## src/rtl/mg_pkg.sv

```systemverilog
package mg_pkg;
  localparam int ADDR_W    = 32;
  localparam int DATA_W    = 16;
  localparam int REG_AW    = 6;
  localparam int PAGE_BITS = 10;
  localparam int LO_LSB    = 5;
  localparam int HI_LSB    = 16;
  localparam int HI_MSB    = 29;

  localparam logic [REG_AW-1:0] OFS_TYPE   = 6'h10;
  localparam logic [REG_AW-1:0] OFS_MASK   = 6'h1C;
  localparam logic [REG_AW-1:0] OFS_FLAG   = 6'h1E;
  localparam logic [REG_AW-1:0] OFS_STAT   = 6'h20;
  localparam logic [REG_AW-1:0] OFS_FLT_LO = 6'h22;
  localparam logic [REG_AW-1:0] OFS_FLT_HI = 6'h24;

  typedef logic [1:0] perm_t;
  localparam perm_t PERM_FULL = 2'b11;
endpackage

```

## src/rtl/mg_region_chk.sv

```systemverilog
module mg_region_chk #(
  parameter int ADDR_W    = 32,
  parameter int PAGE_BITS = 10
) (
  input  logic                    clk,
  input  logic                    rst_n,
  input  logic                    acc_valid_i,
  input  logic                    acc_write_i,
  input  logic [ADDR_W-1:PAGE_BITS] acc_page_i,
  input  logic [ADDR_W-1:PAGE_BITS] page_i,
  input  mg_pkg::perm_t           code_i,
  output logic                    viol_o
);
  logic hit;
  logic allowed;

  always_comb begin
    hit     = acc_valid_i && (acc_page_i == page_i);
    allowed = acc_write_i ? code_i[1] : code_i[0];
    viol_o  = hit && !allowed;
  end

  // full access never faults
  assert_full_never_faults_R3: assert property (@(posedge clk) disable iff (!rst_n)
    (code_i == mg_pkg::PERM_FULL) |-> !viol_o);
  // nothing without a valid access
  assert_idle_no_fault_R10: assert property (@(posedge clk) disable iff (!rst_n)
    !acc_valid_i |-> !viol_o);
endmodule

```

## src/rtl/mg_irq_ctrl.sv

```systemverilog
module mg_irq_ctrl #(
  parameter int NUM_RGN = 4
) (
  input  logic               clk,
  input  logic               rst_n,
  input  logic [NUM_RGN-1:0] viol_i,
  input  logic [NUM_RGN-1:0] clr_i,
  input  logic [NUM_RGN:0]   mask_i,
  input  logic               st_clr_i,
  output logic [NUM_RGN-1:0] flag_o,
  output logic               status_o,
  output logic               irq_o
);
  logic [NUM_RGN-1:0] flag_q, flag_d;
  logic               status_q, status_d;
  logic               irq_c;

  always_comb begin
    flag_d   = (flag_q & ~clr_i) | viol_i;
    irq_c    = mask_i[NUM_RGN] && |(flag_q & mask_i[NUM_RGN-1:0]);
    status_d = irq_c ? 1'b1 : (status_q && !st_clr_i);
  end

  always_ff @(posedge clk or negedge rst_n) begin
    if (!rst_n) begin
      flag_q   <= '0;
      status_q <= 1'b0;
    end else begin
      flag_q   <= flag_d;
      status_q <= status_d;
    end
  end

  assign flag_o   = flag_q;
  assign status_o = status_q;
  assign irq_o    = irq_c;

  for (genvar i = 0; i < NUM_RGN; i++) begin : g_chk
    // a violation leaves its flag set, even against a clear
    assert_flag_set_R4: assert property (@(posedge clk) disable iff (!rst_n)
      viol_i[i] |=> flag_o[i]);
    // clear without a new violation empties the flag
    assert_flag_clear_R5: assert property (@(posedge clk) disable iff (!rst_n)
      (clr_i[i] && !viol_i[i]) |=> !flag_o[i]);
  end

  // status follows an asserted interrupt
  assert_status_follows_R7: assert property (@(posedge clk) disable iff (!rst_n)
    irq_o |=> status_o);
endmodule

```

## src/rtl/mem_guard.sv

```systemverilog
module mem_guard
  import mg_pkg::*;
#(
  parameter int NUM_RGN = 4
) (
  input  logic              clk,
  input  logic              rst_n,
  input  logic              acc_valid,
  input  logic              acc_write,
  input  logic [ADDR_W-1:0] acc_addr,
  input  logic              reg_we,
  input  logic [REG_AW-1:0] reg_addr,
  input  logic [DATA_W-1:0] reg_wdata,
  output logic [DATA_W-1:0] reg_rdata,
  output logic              irq
);
  localparam int TYPE_W = 2 * NUM_RGN;
  localparam int LO_W   = 16 - LO_LSB;
  localparam int HI_W   = HI_MSB - HI_LSB + 1;

  logic rst_meta, rst_sync;
  always_ff @(posedge clk or negedge rst_n) begin
    if (!rst_n) begin
      rst_meta <= 1'b0;
      rst_sync <= 1'b0;
    end else begin
      rst_meta <= 1'b1;
      rst_sync <= rst_meta;
    end
  end

  logic [ADDR_W-1:0]  page_q [NUM_RGN];
  logic [ADDR_W-1:0]  page_d [NUM_RGN];
  logic [TYPE_W-1:0]  type_q, type_d;
  logic [NUM_RGN:0]   mask_q, mask_d;
  logic [LO_W-1:0]    flt_lo_q, flt_lo_d;
  logic [HI_W-1:0]    flt_hi_q, flt_hi_d;
  logic [NUM_RGN-1:0] viol;
  logic [NUM_RGN-1:0] flag;
  logic [NUM_RGN-1:0] flag_clr;
  logic               status;
  logic               st_clr;
  logic               any_viol;
  logic               addr_unused;

  assign addr_unused = ^acc_addr[LO_LSB-1:0];

  for (genvar n = 0; n < NUM_RGN; n++) begin : g_rgn
    mg_region_chk #(.ADDR_W(ADDR_W), .PAGE_BITS(PAGE_BITS)) i_chk (
      .clk        (clk),
      .rst_n      (rst_sync),
      .acc_valid_i(acc_valid),
      .acc_write_i(acc_write),
      .acc_page_i (acc_addr[ADDR_W-1:PAGE_BITS]),
      .page_i     (page_q[n][ADDR_W-1:PAGE_BITS]),
      .code_i     (type_q[2*n+1:2*n]),
      .viol_o     (viol[n])
    );
  end

  assign any_viol = |viol;
  assign flag_clr = (reg_we && reg_addr == OFS_FLAG) ? reg_wdata[NUM_RGN-1:0] : '0;
  assign st_clr   = reg_we && (reg_addr == OFS_STAT) && reg_wdata[1];

  mg_irq_ctrl #(.NUM_RGN(NUM_RGN)) i_irq (
    .clk     (clk),
    .rst_n   (rst_sync),
    .viol_i  (viol),
    .clr_i   (flag_clr),
    .mask_i  (mask_q),
    .st_clr_i(st_clr),
    .flag_o  (flag),
    .status_o(status),
    .irq_o   (irq)
  );

  always_comb begin
    for (int n = 0; n < NUM_RGN; n++) begin
      page_d[n] = page_q[n];
      if (reg_we && int'(reg_addr) == 4 * n)     page_d[n][15:0]  = reg_wdata;
      if (reg_we && int'(reg_addr) == 4 * n + 2) page_d[n][31:16] = reg_wdata;
    end
    type_d   = (reg_we && reg_addr == OFS_TYPE) ? reg_wdata[TYPE_W-1:0] : type_q;
    mask_d   = (reg_we && reg_addr == OFS_MASK) ? reg_wdata[NUM_RGN:0]  : mask_q;
    flt_lo_d = any_viol ? acc_addr[15:LO_LSB]     : flt_lo_q;
    flt_hi_d = any_viol ? acc_addr[HI_MSB:HI_LSB] : flt_hi_q;
  end

  always_ff @(posedge clk or negedge rst_sync) begin
    if (!rst_sync) begin
      for (int n = 0; n < NUM_RGN; n++) page_q[n] <= '0;
      type_q   <= '1;
      mask_q   <= '0;
      flt_lo_q <= '0;
      flt_hi_q <= '0;
    end else begin
      for (int n = 0; n < NUM_RGN; n++) page_q[n] <= page_d[n];
      type_q   <= type_d;
      mask_q   <= mask_d;
      flt_lo_q <= flt_lo_d;
      flt_hi_q <= flt_hi_d;
    end
  end

  always_comb begin
    reg_rdata = '0;
    for (int n = 0; n < NUM_RGN; n++) begin
      if (int'(reg_addr) == 4 * n)     reg_rdata = page_q[n][15:0];
      if (int'(reg_addr) == 4 * n + 2) reg_rdata = page_q[n][31:16];
    end
    case (reg_addr)
      OFS_TYPE:   reg_rdata = DATA_W'(type_q);
      OFS_MASK:   reg_rdata = DATA_W'(mask_q);
      OFS_FLAG:   reg_rdata = DATA_W'({|flag, flag});
      OFS_STAT:   reg_rdata = DATA_W'({status, 1'b0});
      OFS_FLT_LO: reg_rdata = {flt_lo_q, {LO_LSB{1'b0}}};
      OFS_FLT_HI: reg_rdata = DATA_W'(flt_hi_q);
      default: ;
    endcase
  end

  // a violation captures its address fields
  assert_fault_capture_R8: assert property (@(posedge clk) disable iff (!rst_sync)
    any_viol |=> (flt_lo_q == $past(acc_addr[15:LO_LSB]) &&
                  flt_hi_q == $past(acc_addr[HI_MSB:HI_LSB])));
  // fault registers hold without a violation
  assert_fault_hold_R10: assert property (@(posedge clk) disable iff (!rst_sync)
    !any_viol |=> ($stable(flt_lo_q) && $stable(flt_hi_q)));
  // interrupt never raised without global enable
  assert_irq_gated_R6: assert property (@(posedge clk) disable iff (!rst_sync)
    irq |-> mask_q[NUM_RGN]);
endmodule

```

## config.mk

```make
export PLATFORM = sky130hd
export DESIGN_NAME = mem_guard
export DESIGN_NICKNAME = d
export VERILOG_FILES = /design/src/rtl/mg_pkg.sv /design/src/rtl/mg_region_chk.sv /design/src/rtl/mg_irq_ctrl.sv /design/src/rtl/mem_guard.sv
export SDC_FILE = /design/constraint.sdc
export NUM_CORES = 1
export LEC_CHECK = 0
export BUFFER_PORTS_ARGS = -buffer_cell sky130_fd_sc_hd__buf_2
export CAP_MARGIN = 0
export CORE_MARGIN = 2
export CORE_UTILIZATION = 54
export CTS_CLUSTER_SIZE = 14
export DETAILED_ROUTE_END_ITERATION = 6
export PLACE_DENSITY_LB_ADDON = 0.2
export SYNTH_ARGS = -nofsm -noshare
export SYNTH_HDL_FRONTEND = slang
export SYNTH_SLANG_ARGS = --single-unit
```

## constraint.sdc

```tcl
create_clock -name clk -period 5.2 [get_ports clk]
set_input_delay 1.04 -clock clk [delete_from_list [all_inputs] [get_ports clk]]
set_output_delay 1.04 -clock clk [all_outputs]
set_load 0.01 [all_outputs]
```

# Yosys cells after proc, flatten, opt, wreduce, memory -nomap -nowiden
# Index checks and enable logic that the tools add are counted.
[totals]
out_inout_bits = 17
in_bits = 59
reg_bits = 173
word_cells = 84
[op_classes]
bitwise_logic = 4
n_mux = 15
eq_ne = 17
reduce_logical = 32
[ops]
columns = ["op", "n"]
rows = [
  ["16-bit two-way mux", 8],
  ["16-bit one-hot mux with 6 select lines", 1],
  ["22-bit equality test", 4],
  ["6-bit by 5-bit equality test with 1-bit output, second input constant", 7],
  ["1-bit logical AND", 23],
  ["6-bit equality test, second input constant", 3],
  ["6-bit by 4-bit equality test with 1-bit output, second input constant", 2],
  ["4-bit OR reduction", 3],
  ["4-bit AND", 2],
  ["6-bit by 3-bit equality test with 1-bit output, second input constant", 1],
  ["6-bit zero test", 1],
  ["1-bit zero test", 5],
  ["1-bit two-way mux", 5],
  ["4-bit two-way mux", 1],
  ["4-bit NOT", 1],
  ["4-bit OR", 1],
]

# Logic depth before layout (Yosys ltp)
# Gate-level depths: netlist (run 1).
[depth]
ltp_word = 10
ltp_mapped = 9
ltp_nobuf = 6

# By module
# Synthesis (run 1) repeated with hierarchy kept, for this count alone.
[hier_totals]
hier_cells = 744
hier_area_um2 = 9140.0
[by_module_without_submodules]
columns = ["mod", "seq_area_each_um2", "cells_per_inst", "area_per_inst_um2", "n_inst"]
rows = [
  ["mem_guard", 4214.0, 602, 7895.1, 1],
  ["mg_region_chk", 0.0, 31, 256.5, 4],
  ["mg_irq_ctrl", 125.1, 18, 219.0, 1],
]

# Worst setup path before layout (run 1)
# Ideal clock, no wire load.
[synth_path]
kind = "input-to-output"
start = "in reg_addr[5]"
end = "out reg_rdata[3]"
t_arrival_ns = 2.703
path_slack_ns = 1.457
path_buffers = 3
required_ns = 4.160
path_stages = 9
path_cell_list = "buf_2 -> or4b_1 -> buf_2 -> nor2_4 -> buf_2 -> a21oi_1 -> a21oi_1 -> a211oi_1 -> o211ai_1"
[synth_between]
elab_chain_len = 10
word_cells_on_any_way = 23
cone_classes = "eq/ne: 13; mux: 9; reduce/logical: 1"
[synth_lines]
columns = ["item", "line_no", "source"]
rows = [
  ["start, declared", "mem_guard.sv:12", "input logic [REG_AW-1:0] reg_addr,"],
  ["6-bit zero test", "mem_guard.sv:108", "if (int'(reg_addr) == 4 * n) reg_rdata = page_q[n][15:0];"],
  ["16-bit two-way mux", "mem_guard.sv:108", ""],
  ["16-bit two-way mux", "mem_guard.sv:109", "if (int'(reg_addr) == 4 * n + 2) reg_rdata = page_q[n][31:16];"],
  ["16-bit two-way mux", "mem_guard.sv:108", ""],
  ["16-bit two-way mux", "mem_guard.sv:109", ""],
  ["16-bit two-way mux", "mem_guard.sv:108", ""],
  ["16-bit two-way mux", "mem_guard.sv:109", ""],
  ["16-bit two-way mux", "mem_guard.sv:108", ""],
  ["16-bit two-way mux", "mem_guard.sv:109", ""],
  ["16-bit one-hot mux with 6 select lines (*)", "mem_guard.sv:111", "case (reg_addr)"],
  ["end, declared", "mem_guard.sv:14", "output logic [DATA_W-1:0] reg_rdata,"],
]
# Every way passes the cells marked *; elsewhere a longest branch is shown, timed or not.

# Worst setup path after layout (run 1)
[layout_path]
start = "in reg_addr[4]"
end = "out reg_rdata[15]"
# The elaborated chain is that of the path after synthesis.

==> out/metrics.cfg, run 1 <==
[status]
outcome = finished, final reports clean

[grt]
gr-total-overflow = 0
grt_start_max_net_pins = 70
grt_pass1_wl_mm = 39.4
grt_pass1_vias = 6534
antenna_found_initial = 0
grt_usage_pct = 29.7

[floorplanning]
ioPinCount = 76
die_area_mm2 = 0.0178
design.core.area_mm2 = 0.0165
start_util_pct = 55.0
rows = 47
die_h_um = 134
dieWidth_um = 134

[detailed_routing]
dr.pass1.iters = 5
drt-total-wl_mm = 25.6
drc = 0
avgRoutedWirePerCell_um = 25.2
drtAntennaViolNets = 0
vias = 6559
drtIter0Drc = 756
viasPerCell = 6.47

[sta]
finClkSkew_ns = 0.0103
fmax_mhz = 222
hold_slack_ns = 0.353
setup_viol = 0
worst_slew_pin_slew_ns = 0.875
hold_viol_final = 0
tns_ns = 0
slew_violations = 0
slew_headroom_pct = 41.6
finalCriticalPeriod_ns = 4.50
period_share_pct = 86.6
rsz0062_at_grt = no

[cts]
cts_resized = 0
clk_pin_slew_ns = 0.06
cts_tree = done
clock_path_buffers = 2
clock_sinks = 173
clk_root_buffer_cell = clkbuf_16
numCtsBuffers = 17
cts_setup_buffers = 0
htreeDepth = 4
cts_hold_buf = 0
clk_latency_ns = 0.44

[layout]
area_delta_synth_final_pct = 10.4
layout-drive-gt1-share_pct = 38.5
antennaDiodeCount = 0
layout.cells.non_filler = 1013
nets = 839
utilization_pct = 60.7

[synth]
synth_area_mm2 = 0.00906
yosys_register_bits = 173
yosysMostFrequentCell = dfrtp_1
synth.area.top_cells = dfrtp_1, mux2_2, xor2_1, mux2_4, xnor2_1
yosys_most_used_dff = dfrtp_1
synth_area_per_cell_um2 = 12.2
yosysSeqAreaShare_pct = 47.9
synthCells = 740
synth_top_area_share_pct = 45.6
synth_nets = 799
synthArstFlopShare_pct = 100
synth_edf_count = 0
yosysTopAreaCell = dfrtp_1
synth_common_cells = dfrtp_1, mux2_2, xor2_1, buf_2, xnor2_1
ys_types = 54
yosys_warnings = 0

[critical_path]
startpoint_type = primary input
cp_max_fo = 9
path_class = primary input to output pin
max_stage_delay_ns = 0.53
cp_slowest_cell = or4_1
crit_arrival_ns = 3.46
cp.required_ns = 4.16
worstPathCellList = buf_2 > or4_1 > buf_4 > nor2_2 > buf_4 > a222oi_1 > a31oi_1 > o221ai_1 > nand2_1 > buf_2
worstSetupEndpointType = output pin

[place]
post-dp-hpwl_mm = 18.2
numPortBuffers = 70
placedCellCount = 981
gp_congestion = 0.916

[power]
powerDensity_mw_per_mm2 = 328
p_leak_nw = 4.73
power_w = 0.00328
ir_drop_mv = 0.236

[worst_hold_path]
hp-class = register to register

[job]
drv_cap = 0

[cells in the final DEF, fill, tap and decap left out, drive strengths merged, types with 2 or more instances in the layout]
cell and count:
a211o 2, a21o 6, a21oi 19, a221o 11, a221oi 3, a222oi 13, a22oi 22, a31oi 2
buf 79, clkbuf 20, clkinv 3, clkinvlp 6, dfrtp 165, dfstp 8, inv 2, mux2 169
mux2i 2, nand2 31, nand2b 5, nand3 11, nand3b 2, nand4 15, nor2 33, nor3 13
nor4 17, nor4b 2, o211ai 7, o21ai 10, o221ai 7, o22ai 4, or2 2, or4 2
xnor2 27, xor2 61
[area by class of cell]
type,count,area (um^2)
Clock buffer,20,447
Clock inverter,12,114
Fill cell,1330,6460
Multi-Input combinational cell,509,4400
Sequential cell,173,4340
Tap cell,220,275
Timing Repair Buffer,79,418
[state kept, by name (all words and copies together) (netlist names)]
signal	flops
flt_hi_q	14
flt_lo_q	11
i_irq.flag_o	4
i_irq.status_o	1
mask_q	5
page_q	128
rst_meta	1
rst_sync	1
type_q	8
[critical path, delay by kind of cell]
kind                   cells  cell delay (ns)
and+or+nand+nor            3             1.02
AOI/OAI and AO/OA          3             0.65
buffers and inverters      4             0.74
[path summary, 6_finish.rpt]
kind / start / end / slack (ns) / cells after the start
min: rst_meta / rst_sync / 0.35 / 0
min in group asynchronous: rst_n / rst_sync / 0.38 / 1
max in group asynchronous: rst_sync / flt_hi_q[2] / 3.54 / 1
min reg2reg: rst_meta / rst_sync / 0.35 / 0
max: reg_addr[4] / reg_rdata[15] / 0.70 / 10
max reg2reg: page_q[84] / flt_hi_q[13] / 2.17 / 7
[per-layer routing]
layer	wire (um)	vias to the layer above	track usage [%]
li1	-	2798	-
met1	10800	3345	41.7
met2	11600	350	45.6
met3	2200	66	5.67
met4	992	0	12.6
met5	0	-	0
[cells by family (layout without fill, tap and decap cells)]
family	Yosys count	after routing	share of synthesized area [%]
DFF	173	173	47.9
other	1	1	0.0414
xor gates and xnor gates	88	88	8.51
buffers and inverters	58	111	3.55
AOI/OAI and AO/OA	111	111	9.17
and+or+nand+nor	138	138	8.78
muxes	171	171	22.1
[report_power, final]
| group | leakage [nW] | internal, W | switching (W) | total [W] |
|---|---|---|---|---|
| logic | 2.18 | 0.000208 | 0.000215 | 0.000423 |
| registers | 2.29 | 0.00150 | 0.000137 | 0.00164 |
| clock network | 0.257 | 0.000675 | 0.000551 | 0.00123 |
| total | 4.73 | 0.00238 | 0.000903 | 0.00328 |
[metrics by stage]
step,setup slack [ns],area [um^2]
after floorplan,0.0365,9060
after global placement,0.795,9440
after detailed placement,0.784,9440
after CTS,0.773,10000
after global routing,0.618,10000
final,0.699,10000
(Power assumes the default switching activity.)
==> run 2, diff against run 1 <==
CELL_PAD_IN_SITES_DETAIL_PLACEMENT = 0   (was unset)
CELL_PAD_IN_SITES_GLOBAL_PLACEMENT = 2   (was unset)
CORE_UTILIZATION = 37   (was 54)
==> run 2 against run 1 <==
Power grew 5.4%; register-to-register slack lost 0.04 ns; largest cell class unchanged; global-route usage shrank 7.4 points; sequential share of layout area shrank 0.95 points; critical path type unchanged; critical path depth shrank 1; combinational power is essentially flat; sequential power is essentially flat; clock skew shrank 0.0014 ns; count of clock-buffer cells in the layout is the same; critical endpoint unchanged; worst hold slack lost 0.0017 ns; highest routed layer unchanged; clock power grew 14%.
==> out/metrics.cfg, run 2 (synthesized netlist as in run 1, its figures left out) <==
[layout]
fillers = 2251
final_cell_mix = dfrtp_1, mux2_2, buf_2, xor2_1, xnor2_1
utilization_pct = 42.3
layout-drive-gt1-share_pct = 38.6
multi_input_area_mm2 = 0.00440
top_regs = page_q: 128 flops, flt_hi_q: 14 flops, flt_lo_q: 11 flops
largest_register_ffs = 128
top_register = page_q
final_common_cell = dfrtp_1
fin_area_mm2 = 0.0102
antennaDiodeCount = 0
regArea_mm2 = 0.00434
nets = 839
area_delta_synth_final_pct = 12.9

[place]
gp_congestion = 0.835
post-dp-hpwl_mm = 20.7
numPortBuffers = 70
postPlaceCellArea_mm2 = 0.00958

[detailed_routing]
dr.pass1.iters = 5
drtAntennaViolNets = 0
drt-total-wl_mm = 28.3
avgRoutedWirePerCell_um = 25.3
viasPerCell = 5.68
vias = 6342
drtIter0Drc = 529
drc = 0

[cts]
numCtsBuffers = 17
clock_path_buffers = 2
clk_root_buffer_cell = clkbuf_16
htreeDepth = 4
clk_latency_ns = 0.43
clk_pin_slew_ns = 0.06
clock_sinks = 173
cts_setup_buffers = 0
cts_tree = done
cts_hold_buf = 0
cts_resized = 0

[sta]
period_share_pct = 89.4
finClkSkew_ns = 0.00893
slew_violations = 0
setup_viol = 0
slew_headroom_pct = 30.4
rsz0062_at_grt = no
hold_viol_final = 0
tns_ns = 0
fmax_mhz = 215
finalCriticalPeriod_ns = 4.65
worst_slew_pin_slew_ns = 1.04

[grt]
grt_pass1_vias = 6545
grtUsageMet3_pct = 4.57
gr-total-overflow = 0
grt_use_met1_pct = 31.4
top_usage_layer = met2
grt_pass1_wl_mm = 42.4
met2_usage_pct = 35.1
grt_start_max_net_pins = 96
grt_usage_pct = 22.3
antenna_found_initial = 0

[critical_path]
cp.required_ns = 4.16
cp_max_fo = 10
crit_arrival_ns = 3.61
worstSetupEndpointType = output pin
startpoint_type = primary input
path_class = primary input to output pin

[floorplanning]
rows = 57
design.core.area_mm2 = 0.0242
die_area_mm2 = 0.0258
ioPinCount = 76
dieWidth_um = 160
die_h_um = 160
start_util_pct = 37.5

[power]
ir_drop_mv = 0.193
powerDensity_mw_per_mm2 = 339
p_leak_nw = 4.78

[status]
outcome = finished, final reports clean

[worst_hold_path]
hp-class = register to register

[job]
drv_cap = 0

## run 2: power breakdown
group	switching (W)	internal, W	leakage, nW
clock	0.000564	0.000836	0.299
sequential	0.000138	0.00150	2.29
combinational	0.000216	0.000209	2.18
## run 2: layout make-up
type | instances | area share, %
Tap cell | 324 | 3.96
Multi-Input combinational cell | 509 | 43.1
Sequential cell | 173 | 42.5
Clock inverter | 12 | 1.81
Timing Repair Buffer | 79 | 4.21
Clock buffer | 20 | 4.47
## run 2: final timing paths
check                            startpoint       endpoint  cells after the start  slack [ns]
worst min register to register     rst_meta       rst_sync                      0        0.35
min in group asynchronous             rst_n       rst_sync                      1        0.39
worst max register to register   page_q[84]   flt_hi_q[13]                      7        2.13
worst max-delay path            reg_addr[4]  reg_rdata[15]                      9        0.55
worst min-delay path               rst_meta       rst_sync                      0        0.35
max in group asynchronous          rst_sync     page_q[27]                      1        3.61
## run 2: worst max-delay path: stages
cell and delay [ns]:
buf_2 0.15, or4_1 0.71, nor2_2 0.61, buf_4 0.26, a222oi_1 0.09, a31oi_1 0.31
o221ai_1 0.19, nand2_1 0.12, buf_2 0.13
## run 2: through the flow
step	std cells	hold slack [ns]	power (W)	worst slack (ns)
2_1_floorplan	740	0.331	0.00192	0.0365
5_1_grt	1117	0.367	0.00360	0.500
4_1_cts	1117	0.356	0.00349	0.567
6_report	1117	0.351	0.00346	0.552
3_5_place_dp	1085	0.340	0.00209	0.575
3_3_place_gp	1085	0.336	0.00207	0.580
## run 2: metal layers
| metal | part of all wire [%] | wire, um |
|---|---|---|
| met2 | 46 | 13100 |
| met3 | 5.8 | 1630 |
| met1 | 46 | 13100 |
| met5 | 0 | 0 |
| met4 | 1.8 | 502 |
==> run 3, diff against run 2 <==
ABC_AREA = 1   (was unset)
CORE_UTILIZATION = 31   (was 37)
==> run 3 against run 2 <==
Fmax up 13%; critical endpoint is now reg_rdata[1]; sequential power is essentially flat; die area is 23% higher; flip-flop and latch count unchanged.
==> out/metrics.cfg, run 3 <==
[synth]
yosys_register_bits = 173
synth_xor_area_share_pct = 0.187
synth_common_cells = nand2_1, o21ai_0, dfrtp_1, inv_1, nor2_1
synth.area.top_cells = dfrtp_1, nand2_1, o21ai_0, inv_1, nor2_1
yosys_warnings = 0
synth-adder-area-share_pct = 0
yosysTopAreaCell = dfrtp_1
synth_top_area_share_pct = 44.2
synth_edf_count = 0
synth_area_per_cell_um2 = 7.02
yosysSeqAreaShare_pct = 46.4
muxShareOfSynthArea_pct = 0
ys_types = 33
synth_top_family_by_area = simple AND/OR/NAND/NOR gates
yosys_most_used_dff = dfrtp_1
synth_compound_area_share_pct = 13.6
synthCells = 1331
synthArstFlopShare_pct = 100
synth_area_mm2 = 0.00935
synth_nets = 1390
yosysMostFrequentCell = nand2_1
synth-simple-area-share_pct = 31.8

[detailed_routing]
drtAntennaViolNets = 0
drt-total-wl_mm = 36.2
viasPerCell = 4.87
drc = 0
drtIter0Drc = 695
avgRoutedWirePerCell_um = 20.3
dr.pass1.iters = 7
vias = 8714

[cts]
clk_latency_ns = 0.44
numCtsBuffers = 17
cts_hold_buf = 0
htreeDepth = 4
cts_resized = 0
cts_tree = done
clock_path_buffers = 2
clock_sinks = 173
cts_setup_buffers = 0
clk_root_buffer_cell = clkbuf_16
clk_pin_slew_ns = 0.07

[sta]
timing.final.ws_setup_ns = 1.11
period_share_pct = 78.7
setup_viol = 0
slew_headroom_pct = 34.5
slew_violations = 0
worst_slew_pin_slew_ns = 0.983
finClkSkew_ns = 0.0122
rsz0062_at_grt = no
finalCriticalPeriod_ns = 4.09
fmax_mhz = 244
tns_ns = 0
hold_slack_ns = 0.349
hold_viol_final = 0

[layout]
top_regs = page_q: 128 flops, flt_hi_q: 14 flops, flt_lo_q: 11 flops
largest_register_ffs = 128
area_delta_synth_final_pct = 13.7
nets = 1444
final_cell_mix = nand2_1, o21ai_0, dfrtp_1, inv_1, nor2_1
utilization_pct = 35.9
antennaDiodeCount = 0
layout-drive-gt1-share_pct = 11.3
final_common_cell = nand2_1
top_register = page_q

[floorplanning]
ioPinCount = 76
die_h_um = 178
rows = 63
dieWidth_um = 178
design.core.area_mm2 = 0.0296
start_util_pct = 31.5
die_area_mm2 = 0.0316

[power]
p_leak_nw = 5.25
ir_drop_mv = 0.227
powerDensity_mw_per_mm2 = 320
power_w = 0.00340

[place]
numPortBuffers = 70
gp_congestion = 0.881
post-dp-hpwl_mm = 26.6
place_ws_ns = 1.09

[critical_path]
cp_max_fo = 12
startpoint_type = primary input
worstSetupEndpointType = output pin
crit_arrival_ns = 3.05
cp.required_ns = 4.16
path_class = primary input to output pin

[job]
drv_cap = 0

[worst_hold_path]
hp-class = register to register

[grt]
gr-total-overflow = 0
grt_pass1_wl_mm = 54.5
grt_usage_pct = 24.0
grt_pass1_vias = 8497
grt_start_max_net_pins = 103
antenna_found_initial = 0

[status]
outcome = finished, final reports clean

[run 3: kinds of logic after synthesis]
family | after synthesis
buf+inv | 183
flops | 173
compound gates | 244
other cells | 1
simple gates | 728
xor+xnor | 2
[run 3: layout make-up]
type / count / area [um^2]
fillers: 3326 / 19000
flip-flops and latches: 173 / 4340
multi-input cells: 975 / 4270
inverters: 138 / 518
well taps: 390 / 488
clock buffers: 19 / 443
repair buffers: 80 / 438
clock inverters: 13 / 130
[run 3: final timing paths]
check / startpoint / to / slack (ns) / depth (start not counted)
worst min-delay path: rst_meta / rst_sync / 0.35 / 0
max in group asynchronous: rst_sync / page_q[93] / 3.59 / 1
worst max-delay path: reg_addr[2] / reg_rdata[1] / 1.11 / 11
min in group asynchronous: rst_n / rst_sync / 0.38 / 1
worst max register to register: type_q[0] / flt_lo_q[1] / 2.62 / 10
worst min register to register: rst_meta / rst_sync / 0.35 / 0
[run 3: power by group]
| part | leakage [nW] | internal [W] | switching [W] |
|---|---|---|---|
| clock | 0.285 | 0.000686 | 0.000606 |
| combinational | 2.67 | 0.000155 | 0.000305 |
| sequential | 2.29 | 0.00150 | 0.000151 |
| total | 5.25 | 0.00234 | 0.00106 |
[run 3: stage by stage]
stage	area, um^2	std cells
6_report	10600	1788
5_1_grt	10600	1788
4_1_cts	10600	1788
3_5_place_dp	10100	1756
3_3_place_gp	10100	1756
2_1_floorplan	9350	1331
[run 3: worst max-delay path: stages]
cell     delay [ns]
buf_2          0.12
nor2_1         0.25
inv_1          0.18
nor2_2         0.65
nand2_1        0.12
nand3_1        0.14
nor2_1         0.05
nand4_1        0.10
o21ai_0        0.17
nand2_1        0.10
buf_2          0.13
[run 3: routing by layer]
| metal | track usage [%] | vias up | part of all wire [%] |
|---|---|---|---|
| li1 | - | 4289 | - |
| met1 | 34.3 | 4188 | 49 |
| met2 | 37.5 | 210 | 45 |
| met3 | 4.54 | 27 | 5.4 |
| met4 | 5.16 | 0 | 1.5 |
| met5 | 0 | - | 0 |
